### src/rtl/serial_adc_reader.sv
module serial_adc_reader #(
  parameter int DIV   = 4,
  parameter int RES_W = 12
) (
  input  logic             clk,
  input  logic             rst_n,
  input  logic             start,
  input  logic             chan_sel,
  output logic             sclk,
  output logic             cs_n,
  output logic             sdio_o,
  output logic             sdio_oe,
  input  logic             sdio_i,
  output logic             busy,
  output logic             done,
  output logic [RES_W-1:0] result
);

  localparam int CFG_W   = 4;
  localparam int GUARD   = 2;
  localparam int CFG_END = GUARD + 2*CFG_W - 1;
  localparam int RD_LO   = CFG_END + 2;
  localparam int LAST_K  = GUARD + 2*(CFG_W + RES_W) - 1;
  localparam int KW      = $clog2(LAST_K + 1);
  localparam int DW      = (DIV > 1) ? $clog2(DIV) : 1;
  localparam logic [CFG_W-1:0] FORCE_ONES = 4'b1011;

  logic             run;
  logic [KW-1:0]    k;
  logic [DW-1:0]    div_cnt;
  logic [CFG_W-1:0] cfg_sh;
  logic [RES_W-1:0] sh;

  wire tick      = (div_cnt == DW'(DIV - 1));
  wire in_frame  = run && (k >= KW'(GUARD));
  wire cfg_phase = in_frame && (k <= KW'(CFG_END));
  wire rd_edge   = tick && k[0] && (k >= KW'(RD_LO));
  wire cfg_shift = tick && k[0] && cfg_phase;

  assign busy    = run;
  assign cs_n    = !in_frame;
  assign sclk    = in_frame && k[0];
  assign sdio_oe = cfg_phase;
  assign sdio_o  = cfg_phase && cfg_sh[0];

  always_ff @(posedge clk or negedge rst_n) begin
    if (!rst_n) begin
      run     <= 1'b0;
      k       <= '0;
      div_cnt <= '0;
      cfg_sh  <= '0;
      sh      <= '0;
      done    <= 1'b0;
      result  <= '0;
    end else begin
      done <= 1'b0;
      if (!run) begin
        div_cnt <= '0;
        if (start) begin
          run    <= 1'b1;
          k      <= '0;
          cfg_sh <= FORCE_ONES | (CFG_W'(chan_sel) << 2);
        end
      end else begin
        div_cnt <= tick ? '0 : div_cnt + 1'b1;
        if (rd_edge)   sh     <= {sh[RES_W-2:0], sdio_i};
        if (cfg_shift) cfg_sh <= cfg_sh >> 1;
        if (tick) begin
          if (k == KW'(LAST_K)) begin
            run    <= 1'b0;
            done   <= 1'b1;
            result <= {sh[RES_W-2:0], sdio_i};
          end else begin
            k <= k + 1'b1;
          end
        end
      end
    end
  end

  AST_RESET_IDLE:    assert property (@(posedge clk) !rst_n |-> cs_n && !sclk && !busy);
  AST_DONE_ONE:      assert property (@(posedge clk) disable iff (!rst_n) done |=> !done);
  AST_DONE_ENDS:     assert property (@(posedge clk) disable iff (!rst_n) done |-> !busy && cs_n);
  AST_SDO_HOLD:      assert property (@(posedge clk) disable iff (!rst_n) sclk |-> $stable(sdio_o));
  AST_SEL_BUSY:      assert property (@(posedge clk) disable iff (!rst_n) !cs_n |-> busy);
  AST_SCLK_IDLE:     assert property (@(posedge clk) disable iff (!rst_n) cs_n |-> !sclk);
  AST_OE_SELECTED:   assert property (@(posedge clk) disable iff (!rst_n) sdio_oe |-> !cs_n);
  AST_RESULT_HOLD:   assert property (@(posedge clk) disable iff (!rst_n) !$stable(result) |-> done);
  AST_START_IGNORED: assert property (@(posedge clk) disable iff (!rst_n) run && start && !tick |=> $stable(k));
  AST_GAP_AFTER:     assert property (@(posedge clk) disable iff (!rst_n) $rose(cs_n) |=> cs_n);

endmodule

### config.mk
export PLATFORM = sky130hd
export DESIGN_NAME = serial_adc_reader
export DESIGN_NICKNAME = d
export VERILOG_FILES = /design/src/rtl/serial_adc_reader.sv
export SDC_FILE = /design/constraint.sdc
export NUM_CORES = 1
export LEC_CHECK = 0
export CORE_ASPECT_RATIO = 0.5
export CORE_UTILIZATION = 55
export DETAILED_ROUTE_END_ITERATION = 6
export DONT_BUFFER_PORTS = 1
export HOLD_SLACK_MARGIN = 0.1
export PLACE_DENSITY = 0.73
export SLEW_MARGIN = 20
export SYNTH_ARGS = -nofsm -noshare
export SYNTH_HDL_FRONTEND = slang
export SYNTH_SLANG_ARGS = --single-unit
### constraint.sdc
create_clock -name clk -period 1.9 [get_ports clk]
set_clock_uncertainty 0.15 [all_clocks]
set_input_delay 0.38 -clock clk [delete_from_list [all_inputs] [get_ports clk]]
set_output_delay 0.38 -clock clk [all_outputs]
set_load 0.02 [all_outputs]
==> results <==
## power breakdown
| group | internal (W) | total, W | switching [W] | leakage [nW] |
|---|---|---|---|---|
| logic | 0.000699 | 0.00135 | 0.000654 | 0.541 |
| registers | 0.000946 | 0.00110 | 0.000155 | 0.483 |
| clock network | 0.000394 | 0.000681 | 0.000287 | 0.0554 |
| total | 0.00204 | 0.00314 | 0.00110 | 1.08 |
## cells in the mapped netlist, drive strengths merged (2+ instances only)
| cell | count | area (sq um) |
|---|---|---|
| xnor2 | 3 | 26.3 |
| nor2 | 10 | 37.5 |
| and2 | 3 | 20.0 |
| mux2i | 2 | 20.0 |
| nand2b | 2 | 12.5 |
| a22o | 2 | 17.5 |
| and3 | 2 | 12.5 |
| a21oi | 4 | 20.0 |
| o21ai | 3 | 15.0 |
| nand4 | 2 | 27.5 |
| dfrtp | 37 | 926 |
| nand2 | 7 | 28.8 |
| buf | 5 | 42.5 |
| ha | 5 | 62.6 |
| mux2 | 23 | 293 |
| inv | 3 | 11.3 |
| nor3b | 3 | 22.5 |
| nor3 | 2 | 21.3 |
## path summary, 6_finish.rpt
kind                       slack [ns]        from  depth (start not counted)    endpoint
max in group asynchronous        1.01       rst_n                          2        k[0]
min in group asynchronous        0.38       rst_n                          2   result[6]
hold / removal                   0.12       start                          2        k[2]
setup / recovery                -0.22        k[1]                          6      sdio_o
hold reg to reg                  0.30  div_cnt[0]                          1  div_cnt[0]
setup reg to reg                -0.15        k[1]                          8       sh[6]
## registers in the layout, summed over array words and instances, names as in the netlist
name and cells:
busy 1, cfg_sh 4, div_cnt 2, done 1, k 6, result 12
sh 11
## cell families after synthesis
kind of cell    share of synthesized area [%]
xor+xnor                                 1.52
compound gates                           6.81
fa+ha+maj                                3.62
mux                                      18.1
simple gates                             13.0
flops                                    53.6
buf+inv                                  3.33
## metrics by stage
stage               total power [W]  util, %  TNS, ns  worst slack (ns)
finish                      0.00314     78.9    -2.44            -0.222
global route                0.00333     78.9    -4.39            -0.276
CTS                         0.00301     76.4   -0.726            -0.202
detailed placement          0.00204     67.0   -0.101           -0.0612
global placement            0.00200     67.0        0            0.0277
floorplan                   0.00178        -  -0.0501           -0.0316
## timing repair
item,4_1_cts,5_1_grt
setup endpoints to repair,12,19
setup buffers,10,6
resized for setup,7,12
pin swaps,5,2
gates cloned,0,0
endpoints found under the hold margin,41,0
hold buffers,4,0
## layout make-up
type | instances | area, sq um | share of cell area (%)
Clock buffer | 6 | 72.6 | 3.31
Inverter | 3 | 16.3 | 0.742
Tap cell | 37 | 46.3 | 2.11
Multi-Input combinational cell | 84 | 822 | 37.5
Clock inverter | 2 | 38.8 | 1.77
Timing Repair Buffer | 30 | 269 | 12.3
Sequential cell | 37 | 928 | 42.3
## metal layers
metal	up-vias	track usage (%)	share of wire, %
met5	-	0	0
met4	0	7.14	0.91
met3	6	9.67	4.0
met2	25	34.3	49
met1	544	30.7	46
li1	519	-	-
## worst max-delay path, cell delays in order, from the launching register on
cell and delay [ns]:
dfrtp_2 0.47, inv_4 0.11, ha_4 0.13, o21bai_1 0.09, a21boi_2 0.16, and3_4 0.20
and2_4 0.16
==> impl_metrics.ini <==
[outcome]
outcome = complete, but fails checks
violations = negative setup slack

[cts]
cts_made_buffers = 5
htreeDepth = 2
cts_max_path_buffers = 2
cts.sinks = 37
clockRootBuffer = clkbuf_8
insertion_delay_ns = 0.29
tritoncts = built
cts.clk_slew.worst_paths_ns = 0.07

[route]
wl_per_cell_microns = 17.7
detail-route-antenna-nets = 0
first_pass_iters = 6
drt-total-wl_mm = 3.53
drt_iter0_markers = 86
remaining_drc_errors = 0
vias = 1094
via_per_inst = 5.50

[layout]
instances_no_fill = 199
nets = 171
diodes = 0
num-fill-cells = 181
syn2layout_area_growth_pct = 27.0
mostFrequentLayoutCell = dfrtp_1
drive_above_1_share_pct = 41.4
final_area_sq_um = 2190
most-common-layout-cells = dfrtp_1 (35), buf_4 (22), mux2_1 (11), mux2_4 (11), nor2_1 (10)

[sta]
rsz0062_at_grt = true
setup_violations = 28
post-route-worst-setup-slack_ns = -0.222
fin_crit_sh_pct = 112
max_freq_mhz = 471
hold_ws_ns = 0.117
worstMarginPinSlew_ns = 0.269
slew_headroom_pct = 81.8
finalWorstPathRequiredPeriod_ns = 2.12
hold_viol_final = 0
final_max_slew_viol_count = 0

[placed_design]
portBuffers = 0
postPlaceCellArea_sq_um = 1860
dp_cells = 176
globalplace.congestion = 0.843
dpl.hpwl_mm = 1.98

[floorplan]
die_w_microns = 81.2
die_area_sq_um = 3380
start_util_pct = 62.1
core_area_sq_um = 2780
io_pins = 23
die_h_microns = 41.6
rows = 13

[worst_setup_path]
arrival_ns = 1.59
end_kind = output pin
critical_path_required_ns = 1.37
path_max_fanout = 4
path_class = flip-flop to output pin
start_kind = flip-flop

[synthesis]
ys_seq_area_share_pct = 53.6
async_flop_share_pct = 100
synth_area_sq_um = 1730
ys_seq_elements = 37
ys.warnings.count = 0
synth.distinct_cells = 39
syn_avg_cell_area_sq_um = 13.3
syn_nets = 140
synthFlopType = dfrtp_1
netlist_instances = 130
synth_edf_count = 0

[global_route]
grt_overflow = 0
track_usage_pct = 23.0
grt_pass1_vias = 1146
grt_max_degree = 38
antenna_found_initial = 0
grt_pass1_wl_mm = 5.56

[power_and_ir_drop]
power.density_nw_per_um2 = 1430
power.leakage_nw = 1.08
vdd_drop_max_mv = 1.03

[worst_hold_path]
min_path_type = primary input to flip-flop

[run]
cap_violations = 0
Note: power is estimated with default switching activity, not from simulation.
